<file path="config.mk">
export PLATFORM = sky130hd
export DESIGN_NAME = gff_gather_unit
export DESIGN_NICKNAME = d
export VERILOG_FILES = /design/src/rtl/gff_pkg.sv /design/src/rtl/gff_lane_pick.sv /design/src/rtl/gff_addr_gen.sv /design/src/rtl/gff_extend.sv /design/src/rtl/gff_gather_unit.sv
export SDC_FILE = /design/constraint.sdc
export NUM_CORES = 2
export LEC_CHECK = 0
export BUFFER_PORTS_ARGS = -buffer_cell sky130_fd_sc_hd__buf_4
export CAP_MARGIN = 30
export CORE_AREA = 2 2 344 346
export CTS_BUF_LIST = sky130_fd_sc_hd__clkbuf_4
export DETAILED_ROUTE_END_ITERATION = 6
export DIE_AREA = 0 0 346 348
export MAX_ROUTING_LAYER = met4
export PLACE_DENSITY_LB_ADDON = 0.1
export SLEW_MARGIN = 20
export SYNTH_ARGS = -nofsm -noshare
export SYNTH_HDL_FRONTEND = slang
export SYNTH_SLANG_ARGS = --single-unit
</file>
<file path="constraint.sdc">
create_clock -name clk_i -period 9.1 [get_ports clk_i]
set_input_delay 0.455 -clock clk_i [delete_from_list [all_inputs] [get_ports clk_i]]
set_output_delay 0.455 -clock clk_i [all_outputs]
set_load 0.1 [all_outputs]
</file>
<file path="src/rtl/gff_pkg.sv">
package gff_pkg;
  localparam int ADDR_W = 64;

  typedef enum logic [1:0] {
    OFF_U32 = 2'd0,
    OFF_S32 = 2'd1,
    OFF_X64 = 2'd2,
    OFF_RSV = 2'd3
  } off_mode_e;

  typedef enum logic [2:0] {
    ST_IDLE,
    ST_SCAN,
    ST_WAIT,
    ST_DONE,
    ST_FAULT,
    ST_CERR
  } gff_st_e;

  function automatic logic cfg_legal(logic e64, logic [1:0] msz, logic sgn, logic [1:0] mode);
    logic ok;
    ok = 1'b1;
    if (mode == OFF_RSV) ok = 1'b0;
    if (mode == OFF_X64 && !e64) ok = 1'b0;
    if (msz == 2'd3 && !e64) ok = 1'b0;
    if (sgn && (msz == (e64 ? 2'd3 : 2'd2))) ok = 1'b0;
    return ok;
  endfunction
endpackage

</file>
<file path="src/rtl/gff_lane_pick.sv">
module gff_lane_pick #(
  parameter int VLEN = 256,
  parameter int LW   = 3
) (
  input  logic [VLEN-1:0]   offs_i,
  input  logic [VLEN/8-1:0] pred_i,
  input  logic              elem64_i,
  input  logic [LW-1:0]     lane_i,
  output logic [63:0]       off_o,
  output logic              act_o
);
  localparam int LW64 = LW - 1;

  logic [LW64-1:0] lane64;
  assign lane64 = lane_i[LW64-1:0];

  always_comb begin
    if (elem64_i) begin
      off_o = offs_i[64*int'(lane64) +: 64];
      act_o = pred_i[8*int'(lane64)];
    end else begin
      off_o = {32'b0, offs_i[32*int'(lane_i) +: 32]};
      act_o = pred_i[4*int'(lane_i)];
    end
  end
endmodule

</file>
<file path="src/rtl/gff_addr_gen.sv">
module gff_addr_gen
  import gff_pkg::*;
(
  input  logic [ADDR_W-1:0] base_i,
  input  logic [63:0]       off_i,
  input  off_mode_e         mode_i,
  input  logic [1:0]        scale_i,
  output logic [ADDR_W-1:0] addr_o
);
  logic [63:0] off_ext;

  always_comb begin
    unique case (mode_i)
      OFF_U32: off_ext = {32'b0, off_i[31:0]};
      OFF_S32: off_ext = {{32{off_i[31]}}, off_i[31:0]};
      default: off_ext = off_i;
    endcase
    addr_o = base_i + (off_ext << scale_i);
  end
endmodule

</file>
<file path="src/rtl/gff_extend.sv">
module gff_extend (
  input  logic [63:0] data_i,
  input  logic [1:0]  msize_i,
  input  logic        signed_i,
  output logic [63:0] ext_o
);
  always_comb begin
    unique case (msize_i)
      2'd0: ext_o = {{56{signed_i & data_i[7]}},  data_i[7:0]};
      2'd1: ext_o = {{48{signed_i & data_i[15]}}, data_i[15:0]};
      2'd2: ext_o = {{32{signed_i & data_i[31]}}, data_i[31:0]};
      default: ext_o = data_i;
    endcase
  end
endmodule

</file>
<file path="src/rtl/gff_gather_unit.sv">
module gff_gather_unit
  import gff_pkg::*;
#(
  parameter int VL_QUADS = 2
) (
  input  logic                    clk_i,
  input  logic                    rst_ni,
  input  logic                    start_i,
  input  logic                    elem64_i,
  input  logic [1:0]              msize_i,
  input  logic                    signed_i,
  input  logic [1:0]              off_mode_i,
  input  logic [1:0]              scale_i,
  input  logic [63:0]             base_i,
  input  logic [128*VL_QUADS-1:0] offs_i,
  input  logic [16*VL_QUADS-1:0]  pred_i,
  output logic                    busy_o,
  output logic                    done_o,
  output logic                    cfg_err_o,
  output logic                    fault_o,
  output logic [63:0]             fault_addr_o,
  output logic                    req_o,
  output logic [63:0]             addr_o,
  output logic [1:0]              size_o,
  input  logic                    rvalid_i,
  input  logic [63:0]             rdata_i,
  input  logic                    rfault_i,
  output logic                    wr_en_o,
  output logic [128*VL_QUADS-1:0] wr_data_o,
  output logic [16*VL_QUADS-1:0]  wr_be_o,
  output logic [16*VL_QUADS-1:0]  ffr_o
);
  localparam int VLEN = 128 * VL_QUADS;
  localparam int VB   = VLEN / 8;
  localparam int NL32 = VLEN / 32;
  localparam int NL64 = VLEN / 64;
  localparam int LW   = $clog2(NL32);
  localparam int LW64 = LW - 1;
  localparam int BW   = $clog2(VB) + 1;

  gff_st_e         st_q;
  logic [LW-1:0]   lane_q;
  logic            e64_q, sgn_q, first_q;
  logic [1:0]      msz_q, scl_q;
  off_mode_e       mode_q;
  logic [63:0]     base_q, fault_addr_q;
  logic [VLEN-1:0] offs_q, buf_q;
  logic [VB-1:0]   pred_q, be_q, ffr_q, cut_mask;

  logic [63:0]     off_raw, addr, ext;
  logic            lane_act, lane_last;
  logic [LW-1:0]   last_lane;
  logic [BW-1:0]   bound;

  gff_lane_pick #(.VLEN(VLEN), .LW(LW)) u_pick (
    .offs_i   (offs_q),
    .pred_i   (pred_q),
    .elem64_i (e64_q),
    .lane_i   (lane_q),
    .off_o    (off_raw),
    .act_o    (lane_act)
  );

  gff_addr_gen u_agen (
    .base_i  (base_q),
    .off_i   (off_raw),
    .mode_i  (mode_q),
    .scale_i (scl_q),
    .addr_o  (addr)
  );

  gff_extend u_ext (
    .data_i   (rdata_i),
    .msize_i  (msz_q),
    .signed_i (sgn_q),
    .ext_o    (ext)
  );

  assign last_lane = e64_q ? LW'(NL64 - 1) : LW'(NL32 - 1);
  assign lane_last = (lane_q == last_lane);
  assign bound     = e64_q ? BW'({lane_q, 3'b000}) : BW'({lane_q, 2'b00});

  // bytes kept on truncation: everything below the faulting lane
  for (genvar b = 0; b < VB; b++) begin : g_cut
    assign cut_mask[b] = (BW'(b) < bound);
  end

  always_ff @(posedge clk_i or negedge rst_ni) begin
    if (!rst_ni) begin
      st_q         <= ST_IDLE;
      lane_q       <= '0;
      e64_q        <= 1'b0;
      sgn_q        <= 1'b0;
      first_q      <= 1'b0;
      msz_q        <= '0;
      scl_q        <= '0;
      mode_q       <= OFF_U32;
      base_q       <= '0;
      fault_addr_q <= '0;
      offs_q       <= '0;
      buf_q        <= '0;
      pred_q       <= '0;
      be_q         <= '0;
      ffr_q        <= '1;
    end else begin
      unique case (st_q)
        ST_IDLE: begin
          if (start_i) begin
            if (cfg_legal(elem64_i, msize_i, signed_i, off_mode_i)) begin
              e64_q   <= elem64_i;
              msz_q   <= msize_i;
              sgn_q   <= signed_i;
              mode_q  <= off_mode_e'(off_mode_i);
              scl_q   <= scale_i;
              base_q  <= base_i;
              offs_q  <= offs_i;
              pred_q  <= pred_i;
              lane_q  <= '0;
              first_q <= 1'b1;
              buf_q   <= '0;
              st_q    <= ST_SCAN;
            end else begin
              st_q <= ST_CERR;
            end
          end
        end
        ST_SCAN: begin
          if (lane_act) begin
            st_q <= ST_WAIT;
          end else if (lane_last) begin
            be_q  <= '1;
            ffr_q <= '1;
            st_q  <= ST_DONE;
          end else begin
            lane_q <= lane_q + 1'b1;
          end
        end
        ST_WAIT: begin
          if (rvalid_i) begin
            if (rfault_i) begin
              if (first_q) begin
                fault_addr_q <= addr;
                st_q         <= ST_FAULT;
              end else begin
                be_q  <= cut_mask;
                ffr_q <= cut_mask;
                st_q  <= ST_DONE;
              end
            end else begin
              if (e64_q) buf_q[64*int'(lane_q[LW64-1:0]) +: 64] <= ext;
              else       buf_q[32*int'(lane_q) +: 32]          <= ext[31:0];
              first_q <= 1'b0;
              if (lane_last) begin
                be_q  <= '1;
                ffr_q <= '1;
                st_q  <= ST_DONE;
              end else begin
                lane_q <= lane_q + 1'b1;
                st_q   <= ST_SCAN;
              end
            end
          end
        end
        default: st_q <= ST_IDLE;
      endcase
    end
  end

  assign busy_o       = (st_q != ST_IDLE);
  assign done_o       = (st_q == ST_DONE);
  assign wr_en_o      = (st_q == ST_DONE);
  assign fault_o      = (st_q == ST_FAULT);
  assign cfg_err_o    = (st_q == ST_CERR);
  assign fault_addr_o = fault_addr_q;
  assign req_o        = (st_q == ST_SCAN) && lane_act;
  assign addr_o       = addr;
  assign size_o       = msz_q;
  assign wr_data_o    = buf_q;
  assign wr_be_o      = be_q;
  assign ffr_o        = ffr_q;
endmodule

</file>
# After elaboration in Yosys (flattened, before gate mapping)
# Index checks and enable logic that the tools add are counted.
# totals
register_bits,748
inputBits,429
# op_classes
n_addsub,4
n_lt_le_gt_ge,34
eq_ne,20
n_shift,7
mux,57
bitwise_logic,3
reduce_logical,18
# op_table
operator,n
256-bit two-way mux,5
256-bit bitwise mux,2
256-bit one-hot mux with 2 select lines,1
32-bit two-way mux,9
"32-bit by 33-bit variable shift with 256-bit output, first input constant",1
"64-bit by 33-bit variable shift with 256-bit output, first input constant",1
256-bit by 9-bit variable part select with 32-bit output,1
256-bit by 9-bit variable part select with 64-bit output,1
32-bit by 33-bit variable part select with 256-bit output,1
64-bit by 33-bit variable part select with 256-bit output,1
64-bit one-hot mux with 3 select lines,1
32-bit one-hot mux with 2 select lines,2
64-bit one-hot mux with 2 select lines,1
"5-bit by 6-bit < comparator with 1-bit output, first input constant",16
8-bit negation with 33-bit output,2
64-bit adder,1
64-bit two-way mux,1
64-bit by 2-bit left shift with 64-bit output,1
"4-bit by 6-bit < comparator with 1-bit output, first input constant",8
3-bit two-way mux,14
"3-bit by 6-bit < comparator with 1-bit output, first input constant",4
3-bit one-hot mux with 3 select lines,2
1-bit two-way mux,14
"1-bit by 6-bit < comparator with 1-bit output, first input constant",2
other kinds (28),51

# Longest topological paths before layout
# logic_depth
word_depth,10
mapped_depth,24

# Cells and area by module
# From an unflattened synthesis, not the netlist that was laid out.
# hier_totals
hier_cells,4364
hier_area_um2,41868.9
# modules_own_cells
module,instances,cells_per_inst,area_each_um2,seq_area_each_um2
gff_gather_unit,1,3039,31101.1,18833.1
gff_addr_gen,1,759,5634.2,0.0
gff_lane_pick,1,417,4212.8,0.0
gff_extend,1,149,920.9,0.0

# Least setup slack after synthesis
# OpenSTA, ideal clock, no wires.
# synth_path
path_type,register -> output
start,register lane_q[0]
end,output addr_o[62]
t_arrival_ns,6.062
t_required_ns,8.645
setup_slack_ns,2.583
stages_incl_launch_ff,19
cell_sequence,dfrtp_1 buf_2 buf_4 buf_4 buf_1 mux4_2 a21oi_1 mux2i_1 mux2_2 ha_1 nand2_1 o21ai_1 o21ai_0 o21ai_1 o211ai_1 and4_4 o31ai_4 a21boi_0 xnor2_1
# synth_via
elab_chain_len,5
# synth_lines
element,line,text
"start, declared",gff_gather_unit.sv:42,logic [LW-1:0] lane_q;
"start signal, assigned",gff_gather_unit.sv:135,lane_q <= lane_q + 1'b1;
"start signal, assigned",gff_gather_unit.sv:158,lane_q <= lane_q + 1'b1;
256-bit by 9-bit variable part select with 32-bit output / 256-bit by 9-bit variable part select with 64-bit output (equally long branches),"gff_lane_pick.sv:22, gff_lane_pick.sv:19",
64-bit two-way mux (*),gff_lane_pick.sv:18,if (elem64_i) begin
64-bit one-hot mux with 2 select lines (*),gff_addr_gen.sv:13,unique case (mode_i)
64-bit by 2-bit left shift with 64-bit output (*),gff_addr_gen.sv:18,addr_o = base_i + (off_ext << scale_i);
64-bit adder (*),gff_addr_gen.sv:18,
"end, declared",gff_gather_unit.sv:23,"output logic [63:0] addr_o,"
# Mark *: on every way between the ends. The rest lies on a longest branch, timed or not.

# Final worst setup path
# layout_path
start,register lane_q[1]
end,output addr_o[49]
# Same word-level chain as after synthesis.

==> implementation parameters <==
Parameter                              Value

Drt
  Wire length the detailed router placed on met1    66.76 mm
  Total Routed Length    167.6 mm
  Wire length on met2    86.07 mm
  Total length of routed met3 wires    8.454 mm
  DR vias    37610
  Number of detailed-routing iterations run before antenna repair    7
  Drt first-iter violations    2240
  Number of DRC violations after detailed routing    0
  Final ANT Viol Nets    0
  Routed via count divided by cell count    5.042
  Highest routed layer    met4
  Drt wl/cell    22.47 um

Global routing
  Number of antenna violations at the first check in global routing    28
  Vias in the first global route    38300
  Overall fraction of global-route tracks in use    28.20%
  Leftover overflow at the end of global routing    0
  Wire length of the first global-routing pass    248.6 mm
  Pin count of the biggest net entering global routing    157

Clock network
  Htree depth    4
  Clock sink count    727
  Library cell used as clock root buffer    sky130_fd_sc_hd__clkbuf_4
  CTS clk-pin slew, worst paths    0.06 ns
  TritonCTS Buffers    209
  Clk_lat worst skew    1.13 ns
  Count of buffers added by post-CTS timing repair for setup    0
  TritonCTS clock tree    built
  Number of buffers between clock root and the deepest sink    3

STA
  Setup repair after global routing missed its margin    false
  Min cycle time layout    7.846 ns
  Worst clock skew on the final layout    0.09675 ns
  Count of endpoints failing hold in the final timing report    0
  Summed negative setup slack over all endpoints    0 ns
  Maximum clock rate    127.5 MHz
  Final worst-path cycle share    86.21%
  Tightest Pin Transition    0.9710 ns
  Final max-slew violation count    0
  Number of setup violations in the final report    0
  Tightest slew margin relative to the limit    35.27%

Synth
  Top_reg_cell synth    sky130_fd_sc_hd__dfrtp_1
  Synthesized net count    4719
  Synthesized netlist cell count    4216
  Average size of a mapped cell    9.091 um^2
  Sequential share of the synthesized area    47.57%
  Share of flip-flops with an asynchronous set or reset after synthesis    100.0%
  Post-synthesis cell area    0.03833 mm^2
  Number of distinct standard cells referenced by the synthesized netlist    84
  Yosys warnings    0
  Number of synthesized flops with an enable pin    0
  Seq cells post-synth    727

Floorplanning
  Die Height    348 um
  Horiz. Die Dim    346 um
  Area enclosed by the die boundary    0.1204 mm^2
  Starting density of the core    32.76%
  Number of top-level design ports    885
  Core area    0.1170 mm^2
  Floorplan row count    126

Place
  Count of port buffers added during placement    860
  Hpwl dp    119.6 mm
  Post-Place Cell Area    0.04624 mm^2
  RD Place Congestion    0.8815

Setup path
  Register-to-register setup slack    2.84 ns
  Data required time at the worst endpoint    8.65 ns
  Data arrival time of the critical path    7.39 ns
  Worst Path Class, Setup    reg -> out
  CP Max Fanout    37
  Kind of end point of the critical path    output pin
  Startpoint kind of the worst setup timing path    flip-flop

Final layout
  Leading cell type in the layout, fill and taps excluded    sky130_fd_sc_hd__nand2_1
  Share of layout cells above drive strength 1    26.00%
  Signed area change from the synthesized netlist to the final layout    45.78%
  Layout fillers    11530
  Design Area, Final    0.05587 mm^2
  Total Nets Final    6246
  Highest-count cells in the layout ignoring fill and taps    sky130_fd_sc_hd__nand2_1, sky130_fd_sc_hd__buf_4, sky130_fd_sc_hd__dfrtp_1

Min path
  Hold crit path type    in -> reg

Flow run
  Maximum capacitance violations    0

Status
  Result of the run    finished, final reports clean
-- synth_stat cells, types with 6 or more instances --
master	n	area share, %
sky130_fd_sc_hd__a21oi_1	133	1.7
sky130_fd_sc_hd__buf_1	13	0.13
sky130_fd_sc_hd__nand4_1	19	0.31
sky130_fd_sc_hd__a21o_1	28	0.55
sky130_fd_sc_hd__a21boi_0	6	0.12
sky130_fd_sc_hd__o21ai_0	232	3.0
sky130_fd_sc_hd__mux2i_1	98	2.6
sky130_fd_sc_hd__o221ai_1	18	0.41
sky130_fd_sc_hd__xnor2_1	36	0.82
sky130_fd_sc_hd__inv_1	25	0.24
sky130_fd_sc_hd__nand2b_1	8	0.13
sky130_fd_sc_hd__dfrtp_1	695	45
sky130_fd_sc_hd__and3_1	18	0.29
sky130_fd_sc_hd__o21a_1	77	1.5
sky130_fd_sc_hd__nand2_1	1426	14
sky130_fd_sc_hd__buf_4	8	0.16
sky130_fd_sc_hd__dfstp_2	32	2.2
sky130_fd_sc_hd__mux4_2	99	5.8
sky130_fd_sc_hd__mux2_2	85	2.5
sky130_fd_sc_hd__buf_2	44	0.57
sky130_fd_sc_hd__a31oi_1	7	0.11
sky130_fd_sc_hd__nand3_1	29	0.38
sky130_fd_sc_hd__nor3b_1	6	0.12
sky130_fd_sc_hd__a311oi_1	14	0.32
sky130_fd_sc_hd__nor2_1	303	3.0
sky130_fd_sc_hd__o21bai_1	12	0.24
sky130_fd_sc_hd__nor3_1	74	0.97
sky130_fd_sc_hd__clkbuf_1	224	2.2
sky130_fd_sc_hd__xor2_1	24	0.55
sky130_fd_sc_hd__ha_1	73	2.4
sky130_fd_sc_hd__o21ai_1	13	0.17
sky130_fd_sc_hd__nor2b_1	19	0.31
sky130_fd_sc_hd__a22oi_1	131	2.6
sky130_fd_sc_hd__o22a_1	12	0.27
sky130_fd_sc_hd__o31ai_1	58	1.1
sky130_fd_sc_hd__a211oi_1	11	0.22
sky130_fd_sc_hd__a22o_1	16	0.37
-- sequential cells by signal, summed over array words and instances (netlist names) --
| signal | flops |
|---|---|
| base_q | 64 |
| mode_q | 2 |
| pred_q | 8 |
| first_q | 1 |
| offs_q | 256 |
| size_o | 2 |
| ffr_o | 32 |
| e64_q | 1 |
| fault_addr_o | 64 |
| lane_q | 3 |
| wr_data_o | 256 |
| scl_q | 2 |
| st_q | 3 |
| wr_be_o | 32 |
| sgn_q | 1 |
-- path summary, 6_finish.rpt --
path	from	cells past startpoint	endpoint
worst max register to register	lane_q[1]$_DFFE_PN0P_	17	fault_addr_o[61]$_DFFE_PN0P_
worst min-delay path	offs_i[22]	4	offs_q[22]$_DFFE_PN0P_
max in group asynchronous	rst_ni	5	fault_addr_o[15]$_DFFE_PN0P_
min in group asynchronous	rst_ni	3	ffr_o[22]$_DFFE_PN1P_
worst max-delay path	lane_q[1]$_DFFE_PN0P_	19	addr_o[49]
worst min register to register	fault_addr_o[17]$_DFFE_PN0P_	2	fault_addr_o[17]$_DFFE_PN0P_
-- logic make-up (layout without fill, tap and decap cells) --
family	Yosys count	after routing	share of synthesized area (%)
and+or+nand+nor	1938	1938	20.18
AOI/OAI and AO/OA	816	816	14.15
DFF	727	727	47.57
buffers and inverters	318	1998	3.379
muxes	283	283	10.91
adders and majority gates	74	74	2.435
xor gates and xnor gates	60	60	1.371
other	0	28	0
-- area by class of cell --
type                       instances  area [um^2]  area share, %
inverter                          26        97.59         0.1747
multi-input combinational       3171        18950          33.91
clock buffer                     310         2327          4.165
timing repair buffer            1608        13920          24.92
antenna                           28        70.07         0.1254
clock inverter                    54        335.3         0.6002
sequential                       727        18250          32.67
tap                             1536         1922          3.440
-- worst max-delay path: stages (launching register included) --
cell and delay [ns]:
sky130_fd_sc_hd__dfrtp_4 0.88, sky130_fd_sc_hd__buf_4 0.41, sky130_fd_sc_hd__mux4_2 0.54, sky130_fd_sc_hd__mux2i_1 0.13, sky130_fd_sc_hd__o21ai_0 0.18, sky130_fd_sc_hd__a21oi_2 0.20, sky130_fd_sc_hd__buf_4 0.32, sky130_fd_sc_hd__nor3_1 0.09
sky130_fd_sc_hd__a21oi_1 0.25, sky130_fd_sc_hd__a21oi_1 0.18, sky130_fd_sc_hd__ha_1 0.52, sky130_fd_sc_hd__nand4_1 0.26, sky130_fd_sc_hd__nor3_1 0.48, sky130_fd_sc_hd__nand3_1 0.18, sky130_fd_sc_hd__a31oi_1 0.27, sky130_fd_sc_hd__a211oi_1 0.17
sky130_fd_sc_hd__o31a_1 0.35, sky130_fd_sc_hd__o21ai_1 0.16, sky130_fd_sc_hd__xor2_1 0.32, sky130_fd_sc_hd__buf_4 0.36
-- repair_timing --
action	in CTS	in global routing
setup endpoints to repair	0	0
hold buffers	687	0
resized for setup	0	0
hold endpoints to repair	778	0
-- routing by layer --
| metal | global-route usage (%) | vias to the layer above |
|---|---|---|
| met1 | 32.24 | 18330 |
| li1 | - | 17750 |
| met5 | - | - |
| met4 | 11.19 | 0 |
| met3 | 4.780 | 305 |
| met2 | 49.21 | 1223 |
-- metrics by stage --
step	worst slack, ns	cells	hold slack (ns)	utilization (%)
CTS	1.106	7431	0.002339	47.70
finish	1.254	7460	0.1352	47.76
global placement	2.380	6377	0.4610	39.49
global route	0.7053	7459	0.05698	47.76
detailed placement	2.393	6380	0.4636	39.53
floorplan	2.583	4216	0.1594	-
Power is not shown: default switching activity piles up to over one toggle a cycle in this logic, so the estimate is an artifact.
